`config.mk`:
```
export PLATFORM = sky130hd
export DESIGN_NAME = rss_cfg_port
export DESIGN_NICKNAME = d
export VERILOG_FILES = /design/src/rtl/rss_cfg_pkg.sv /design/src/rtl/rss_store_ram.sv /design/src/rtl/rss_cmd_seq.sv /design/src/rtl/rss_cfg_port.sv
export SDC_FILE = /design/constraint.sdc
export NUM_CORES = 1
export LEC_CHECK = 0
export ABC_AREA = 1
export BUFFER_PORTS_ARGS = -buffer_cell sky130_fd_sc_hd__buf_2
export CORE_MARGIN = 3
export CORE_UTILIZATION = 50
export DETAILED_ROUTE_END_ITERATION = 6
export MAX_ROUTING_LAYER = met4
export PLACE_DENSITY = 0.66
export SETUP_SLACK_MARGIN = 0.1
export SLEW_MARGIN = 15
export SYNTH_ARGS = -nofsm -noshare
export SYNTH_HDL_FRONTEND = slang
export SYNTH_HIERARCHICAL = 1
export SYNTH_SLANG_ARGS = --single-unit
```
`constraint.sdc`:
```
create_clock -name clk -period 11.3 [get_ports clk]
set_input_delay 2.26 -clock clk [delete_from_list [all_inputs] [get_ports clk]]
set_output_delay 2.26 -clock clk [all_outputs]
set_load 0.05 [all_outputs]
```
`src/rtl/rss_cfg_pkg.sv`:
```
package rss_cfg_pkg;
  localparam int unsigned REG_W   = 32;
  localparam int unsigned IDX_W   = 8;
  localparam int unsigned CTRL_W  = 4;
  localparam int unsigned CMD_BUSY_BIT = 0;
  localparam int unsigned CMD_RD_BIT   = 1;
  localparam int unsigned CMD_KEY_BIT  = 2;
  localparam int unsigned CMD_IDX_LO   = 8;

  typedef enum logic [1:0] {
    SEL_CTRL = 2'd0,
    SEL_CMD  = 2'd1,
    SEL_DATA = 2'd2
  } reg_sel_e;
endpackage

```
`src/rtl/rss_store_ram.sv`:
```
module rss_store_ram #(
  parameter int unsigned WIDTH = 32,
  parameter int unsigned DEPTH = 16,
  localparam int unsigned AW = (DEPTH > 1) ? $clog2(DEPTH) : 1
) (
  input  logic             clk,
  input  logic             we,
  input  logic [AW-1:0]    waddr,
  input  logic [WIDTH-1:0] wdata,
  input  logic [AW-1:0]    raddr,
  output logic [WIDTH-1:0] rdata
);
  logic [WIDTH-1:0] mem [DEPTH];

  always_ff @(posedge clk) begin
    if (we) mem[waddr] <= wdata;
    rdata <= mem[raddr];
  end
endmodule

```
`src/rtl/rss_cmd_seq.sv`:
```
module rss_cmd_seq #(
  parameter int unsigned COMMIT_CYCLES = 2
) (
  input  logic clk,
  input  logic rst,
  input  logic start,
  output logic busy,
  output logic done
);
  localparam int unsigned CW = (COMMIT_CYCLES > 1) ? $clog2(COMMIT_CYCLES) : 1;
  localparam logic [CW-1:0] LAST = CW'(COMMIT_CYCLES - 1);

  logic [CW-1:0] cnt_q;

  always_ff @(posedge clk) begin
    if (rst) begin
      busy  <= 1'b0;
      cnt_q <= '0;
    end else if (start && !busy) begin
      busy  <= 1'b1;
      cnt_q <= '0;
    end else if (busy) begin
      if (cnt_q == LAST) busy <= 1'b0;
      else               cnt_q <= cnt_q + 1'b1;
    end
  end

  assign done = busy && (cnt_q == LAST);


  busy_hold_chk: assert property (@(posedge clk) disable iff (rst)
    (busy && cnt_q != LAST) |=> busy);

  busy_clear_chk: assert property (@(posedge clk) disable iff (rst)
    (busy && cnt_q == LAST) |=> !busy);
endmodule

```
`src/rtl/rss_cfg_port.sv`:
```
module rss_cfg_port
  import rss_cfg_pkg::*;
#(
  parameter int unsigned KEY_WORDS     = 10,
  parameter int unsigned TBL_DEPTH     = 256,
  parameter int unsigned CHAN_W        = 4,
  parameter int unsigned COMMIT_CYCLES = 2
) (
  input  logic              clk,
  input  logic              rst,
  input  logic              wr_en,
  input  logic [1:0]        wr_sel,
  input  logic [REG_W-1:0]  wr_data,
  input  logic [1:0]        rd_sel,
  output logic [REG_W-1:0]  rd_data,
  output logic              hash_en,
  output logic              ipv4_hash_en,
  output logic              tcp4_hash_en,
  output logic              udp4_hash_en
);
  localparam int unsigned KAW = (KEY_WORDS > 1) ? $clog2(KEY_WORDS) : 1;
  localparam int unsigned TAW = (TBL_DEPTH > 1) ? $clog2(TBL_DEPTH) : 1;

  logic [CTRL_W-1:0] ctrl_q;
  logic [IDX_W-1:0]  idx_q;
  logic              key_sel_q;
  logic              rd_cmd_q;
  logic [REG_W-1:0]  data_q;
  logic              busy, done;

  logic cmd_wr, data_wr, ctrl_wr, start;
  logic key_hit, tbl_hit;
  logic [REG_W-1:0]  key_rdata;
  logic [CHAN_W-1:0] tbl_rdata;

  assign ctrl_wr = wr_en && (wr_sel == SEL_CTRL);
  assign cmd_wr  = wr_en && (wr_sel == SEL_CMD)  && !busy;
  assign data_wr = wr_en && (wr_sel == SEL_DATA) && !busy;
  assign start   = cmd_wr && wr_data[CMD_BUSY_BIT];

  assign key_hit = key_sel_q  && (32'(idx_q) < 32'(KEY_WORDS));
  assign tbl_hit = !key_sel_q && (32'(idx_q) < 32'(TBL_DEPTH));

  rss_cmd_seq #(.COMMIT_CYCLES(COMMIT_CYCLES)) u_seq (
    .clk(clk), .rst(rst), .start(start), .busy(busy), .done(done)
  );

  rss_store_ram #(.WIDTH(REG_W), .DEPTH(KEY_WORDS)) u_key (
    .clk(clk),
    .we(done && !rd_cmd_q && key_hit),
    .waddr(idx_q[KAW-1:0]),
    .wdata(data_q),
    .raddr(idx_q[KAW-1:0]),
    .rdata(key_rdata)
  );

  rss_store_ram #(.WIDTH(CHAN_W), .DEPTH(TBL_DEPTH)) u_tbl (
    .clk(clk),
    .we(done && !rd_cmd_q && tbl_hit),
    .waddr(idx_q[TAW-1:0]),
    .wdata(data_q[CHAN_W-1:0]),
    .raddr(idx_q[TAW-1:0]),
    .rdata(tbl_rdata)
  );

  always_ff @(posedge clk) begin
    if (rst) begin
      ctrl_q    <= '0;
      idx_q     <= '0;
      key_sel_q <= 1'b0;
      rd_cmd_q  <= 1'b0;
      data_q    <= '0;
    end else begin
      if (ctrl_wr) ctrl_q <= wr_data[CTRL_W-1:0];
      if (cmd_wr) begin
        idx_q     <= wr_data[CMD_IDX_LO +: IDX_W];
        key_sel_q <= wr_data[CMD_KEY_BIT];
        rd_cmd_q  <= wr_data[CMD_RD_BIT];
      end
      if (done && rd_cmd_q) begin
        if (key_hit)      data_q <= key_rdata;
        else if (tbl_hit) data_q <= {{(REG_W-CHAN_W){1'b0}}, tbl_rdata};
        else              data_q <= '0;
      end else if (data_wr) begin
        data_q <= wr_data;
      end
    end
  end

  always_ff @(posedge clk) begin
    if (rst) begin
      rd_data <= '0;
    end else begin
      case (rd_sel)
        SEL_CTRL: rd_data <= {{(REG_W-CTRL_W){1'b0}}, ctrl_q};
        SEL_CMD:  rd_data <= {{(REG_W-CMD_IDX_LO-IDX_W){1'b0}}, idx_q,
                              {(CMD_IDX_LO-3){1'b0}}, key_sel_q, rd_cmd_q, busy};
        SEL_DATA: rd_data <= data_q;
        default:  rd_data <= '0;
      endcase
    end
  end

  assign hash_en      = ctrl_q[0];
  assign ipv4_hash_en = ctrl_q[1];
  assign tcp4_hash_en = ctrl_q[2];
  assign udp4_hash_en = ctrl_q[3];


  reset_state_chk: assert property (@(posedge clk)
    rst |=> (!busy && ctrl_q == '0 && data_q == '0));

  ctrl_out_chk: assert property (@(posedge clk) disable iff (rst)
    (wr_en && wr_sel == SEL_CTRL) |=>
      (hash_en == $past(wr_data[0]) && udp4_hash_en == $past(wr_data[3])));

  no_start_chk: assert property (@(posedge clk) disable iff (rst)
    (wr_en && wr_sel == SEL_CMD && !wr_data[0] && !busy) |=> !busy);

  data_frozen_chk: assert property (@(posedge clk) disable iff (rst)
    busy |=> (!busy || $stable(data_q)));

  cmd_frozen_chk: assert property (@(posedge clk) disable iff (rst)
    busy |=> ($stable(idx_q) && $stable(key_sel_q) && $stable(rd_cmd_q)));
endmodule

```
### After elaboration in Yosys (flattened, before gate mapping)

Memory sizes are Yosys's and may differ from the RTL's. A register that Yosys moved wholly into a read port is not among the register bits.
Cells that the tools add are included.

| operators by class | value |
|---|---|
| equality and inequality tests | 4 |
| $add $sub $neg | 1 |
| magnitude comparators | 1 |
| multiplexer cells | 13 |
| reduce and logical (&&, ||, !) cells | 20 |

Operators with widths:

| cell | count |
|---|---|
| 32-bit 2-to-1 mux | 3 |
| 32-bit case mux with 3 select lines | 1 |
| 1-bit logical AND | 13 |
| 8-bit by 4-bit less-than comparator with 1-bit output (second input constant) | 1 |
| 1-bit 2-to-1 mux | 8 |
| 2-bit by 1-bit == test with 1-bit output (second input constant) | 2 |
| 2-bit == test (second input constant) | 2 |
| 2-bit logical NOT | 2 |
| 4-bit 2-to-1 mux | 1 |
| 1-bit logical NOT | 3 |
| 2-bit nonzero test | 1 |
| 2-bit OR reduction | 1 |
| 1-bit adder (second input constant) | 1 |

| storage, ports and cells | value |
|---|---|
| output and inout bits | 36 |
| logic and storage cells | 49 |
| memory bits (writable) | 1344 |
| flip-flop bits (word level) | 80 |
| memories kept | 2 |

Memories:

| memory | depth | width | rd ports | clocked after memory_dff | wr ports | line | text |
|---|---|---|---|---|---|---|---|
| u_tbl.mem | 256 | 4 | 1 | 1 | 1 | rss_store_ram.sv:13 | `logic [WIDTH-1:0] mem [DEPTH];` |
| u_key.mem | 10 | 32 | 1 | 1 | 1 | rss_store_ram.sv:13 |  |

### Logic depth before layout (Yosys ltp)

| depth | value |
|---|---|
| word-level depth | 6 |
| mapped depth | 14 |
| mapped depth without buffers | 11 |

### By module

Netlist, hierarchy kept.

Modules (own cells, without submodules):

| module | times used | seq. area each (µm²) | cells an instance | area each (µm²) |
|---|---|---|---|---|
| rss_store_ram at u_tbl | 1 | 30829.6 | 3720 | 42824.8 |
| rss_store_ram at u_key | 1 | 10249.8 | 1270 | 14111.0 |
| rss_cfg_port | 1 | 1561.5 | 565 | 3686.0 |
| rss_cmd_seq | 1 | 40.0 | 13 | 83.8 |

### Least setup slack after synthesis

No wires, ideal clock.

| timing path | value |
|---|---|
| kind | flip-flop to flip-flop |
| start point | register data_q[0] |
| end point | memory u_key.mem[0][0] (data pin) |
| arrival time | 3.535 ns |
| path slack | 6.880 ns |
| buffers on the path | 0 |
| stages on the path, launching flop included | 1 |
| cells stage by stage | dfxtp_1 |

RTL lines:

| what | line | text |
|---|---|---|
| start, declared | rss_cfg_port.sv:28 | `logic [REG_W-1:0] data_q;` |
| start signal, assigned | rss_cfg_port.sv:81 | `if (key_hit) data_q <= key_rdata;` |
| start signal, assigned | rss_cfg_port.sv:82 | `else if (tbl_hit) data_q <= {{(REG_W-CHAN_W){1'b0}}, tbl_rdata};` |
| start signal, assigned | rss_cfg_port.sv:85 | `data_q <= wr_data;` |
| end, declared | rss_store_ram.sv:13 |  |

No word-level cell before the write port.

==> results.tsv <==
metric	value	unit
TritonCTS clock tree	yes	
effective utilization at floorplan	50.5	%
status	completed	
chip width	354	um
leading cell types in the layout, fill and taps excluded	nand2_1, edfxtp_1, nand3_1	
routability congestion estimate	0.834	
largest family of logic cells by synthesized area	simple AND/OR/NAND/NOR gates	
final instance area	0.0663	mm^2
final core utilization	55.1	%
Cell Area, Placed	0.0616	mm^2
all-layer global routing usage	25.1	%
number of buffers added by the clock tree synthesis step	151	
via count	41000	
placed wire-length estimate	83900	um
Pwr per Cell Area	170	mW/mm^2
max_cap viols	0	
I/O pins	75	
# Post-CTS Setup Buffers	0	
CP max-delay cell	buf_4	
area of the die	0.126	mm^2
number of standard-cell rows in the floorplan	127	
number of clock sinks	1460	
Resized cells post-CTS	0	
count of flip-flops with a built-in enable after synthesis	1344	
stage delay of the slowest cell on the critical path	0.86	ns
post-route worst setup slack	6.74	ns
proportion of layout cells with a drive suffix above 1	6.73	%
number of distinct standard cells referenced by the synthesized netlist	26	
number of max-slew violations in the final report	0	
clock tree buffer depth	3	
critical path peak fanout	223	
sum of negative setup slack	0	ns
core area	0.120	mm^2
clock network latency to the later pin of the worst-skew pair	0.77	ns
final critical delay including setup and external delays	4.56	ns
number of antenna cells inserted	0	
Cell Area, Synth	0.0607	mm^2
leakage power figure	24.5	nW
Crit. End Element	flip-flop	
area occupied by multi-input gates	0.0148	mm^2
post-synthesis async set-or-reset flop share	0	%
adder and majority cell fraction of the synthesized area	0	%
Synth Flop Type	edfxtp_1	
CP required	12.00	ns
net count after synthesis	5607	
number of instances in the synthesized netlist	5568	
cells on worst reg2reg path	13	
pin count of the biggest net entering global routing	224	
unrepaired setup endpoints after global routing	no	
syn avg cell area	10.9	um^2
type of the most critical hold path	flip-flop to flip-flop	
final cycle utilization of the critical path	40.4	%
average routed wire per standard cell	21.3	um
xor/xnor cell area share of the yosys netlist	0	%
ordered list of cells on the worst path	inv_16 -> buf_4 -> buf_4 -> nand2_1 -> nand3_1 -> nand3_1 -> nand3_1 -> nand3_1 -> nand2_1 -> nand2_1 -> nand3_1 -> nand3_1 -> nand2_1	
drt drc	0	
fraction of the mapped netlist area in compound gates	0.798	%
number of antenna-violating nets in the routed design	0	
dpl ws	6.82	ns
number of global-route vias before repair	39300	
CP Data Arrival Time	5.26	ns
length of the first detailed-routing pass in iterations	6	
startpoint type of the worst setup path	flip-flop	
worst slew pin tran	1.21	ns
CTS hold repair buffers	0	
register area	0.0427	mm^2
peak supply drop	0.000163	V
antenna violations before repair	0	
quantity of I/O buffers inserted on ports	74	
worst clock skew	0.0281	ns
count of state elements after synthesis	1460	
multiplexer share of the synthesized area	0	%
most common cell after layout, fill and taps aside	nand2_1	
count of endpoints failing setup in the final report	0	
CTS Root Cell	clkbuf_16	
grt ovf	0	
CTS HTree Levels	4	
total detailed-routing wirelength	154000	um
initial detailed-routing violation count	4525	
Total Nets Final	5546	
wire length of the first global-routing pass	235000	um
area overhead of the layout relative to synthesis	9.14	%
upper clock frequency limit	219	MHz
sequential fraction of the synthesis area	70.3	%
clk slew on worst S/H paths	0.06	ns
WHS Path Cells	2	
fillers	10100	
remaining max-slew budget at the tightest pin	18.7	%
path type of the worst setup path	flip-flop to flip-flop	
Synth Warn #	6	
simple-gate share of the synthesized area	23.4	%
die extent in y	354	um
number of endpoints with negative hold slack in the final report	0	
critical path's most frequent cell	nand3_1	
number of vias per cell	5.67	
-- path summary, 6_finish.rpt --
| check | end | slack, ns | start |
|---|---|---|---|
| max | u_tbl/rdata[3]$_DFF_P_ | 6.74 | idx_q[0]$_SDFFE_PP0N_ |
| min | u_key/rdata[5]$_DFF_P_ | 0.46 | u_key/mem[9][5]$_DFFE_PP_ |
| max reg2reg | u_tbl/rdata[3]$_DFF_P_ | 6.74 | idx_q[0]$_SDFFE_PP0N_ |
| min reg2reg | u_key/rdata[5]$_DFF_P_ | 0.46 | u_key/mem[9][5]$_DFFE_PP_ |
-- synthesized netlist by cell type (2+ instances only) --
master | count | share of area [%]
nand2_1 | 1672 | 10
edfxtp_1 | 1344 | 66
nand3_1 | 1217 | 10
nor2_1 | 471 | 2.9
inv_1 | 284 | 1.8
buf_2 | 146 | 1.2
dfxtp_1 | 116 | 3.8
buf_6 | 81 | 1.5
clkbuf_1 | 69 | 0.43
a21oi_1 | 49 | 0.40
o21ai_0 | 46 | 0.38
buf_1 | 28 | 0.17
buf_4 | 25 | 0.31
inv_2 | 6 | 0.037
buf_8 | 2 | 0.049
nor2_4 | 2 | 0.037
-- worst max-delay path, delay by kind of cell (launching register included) --
family | cells | cell delay, ns
buf+inv | 3 | 2.33
flops | 1 | 0.58
simple gates | 10 | 1.35
-- state kept, by name, indices dropped and copies added (netlist names) --
register / flops
u_tbl/mem: 1024
u_key/mem: 320
data_q: 32
rd_data: 32
u_key/rdata: 32
idx_q: 8
ctrl_q: 4
u_tbl/rdata: 4
key_sel_q: 1
rd_cmd_q: 1
u_seq/busy: 1
u_seq/cnt_q: 1
-- metrics by stage --
step | instances | hold WS (ns) | power [mW]
4_1_cts | 7243 | 0.459 | 11.4
2_1_floorplan | 5568 | 0.435 | 6.48
3_5_place_dp | 6966 | 0.448 | 6.66
3_3_place_gp | 6966 | 0.442 | 6.66
5_1_grt | 7243 | 0.490 | 11.6
6_report | 7243 | 0.459 | 11.3
-- power by group --
part | switching [mW] | leakage [nW] | internal (mW)
combinational | 0.435 | 8.66 | 0.141
clock | 2.03 | 2.29 | 2.71
sequential | 0.0594 | 13.5 | 5.92
total | 2.52 | 24.5 | 8.77
-- cells by family (layout without fill, tap and decap cells) --
| family | Yosys count | count (layout) |
|---|---|---|
| compound gates | 96 | 96 |
| buf+inv | 644 | 707 |
| flops | 1460 | 1460 |
| simple gates | 3368 | 3368 |
-- metal layers --
layer	GRT usage [%]	share of wire, %
met1	33.5	41
met2	39.4	48
met3	3.37	7.5
met4	10.1	3.8
met5	-	0
-- layout make-up --
| cell class | count | area share (%) |
|---|---|---|
| clock buffers | 221 | 6.48 |
| clock inverters | 56 | 0.599 |
| inverters | 292 | 1.70 |
| multi-input cells | 3464 | 22.3 |
| flip-flops and latches | 1460 | 64.5 |
| well taps | 1612 | 3.04 |
| repair buffers | 138 | 1.40 |
No activity file was read; power rests on OpenSTA's default activity.
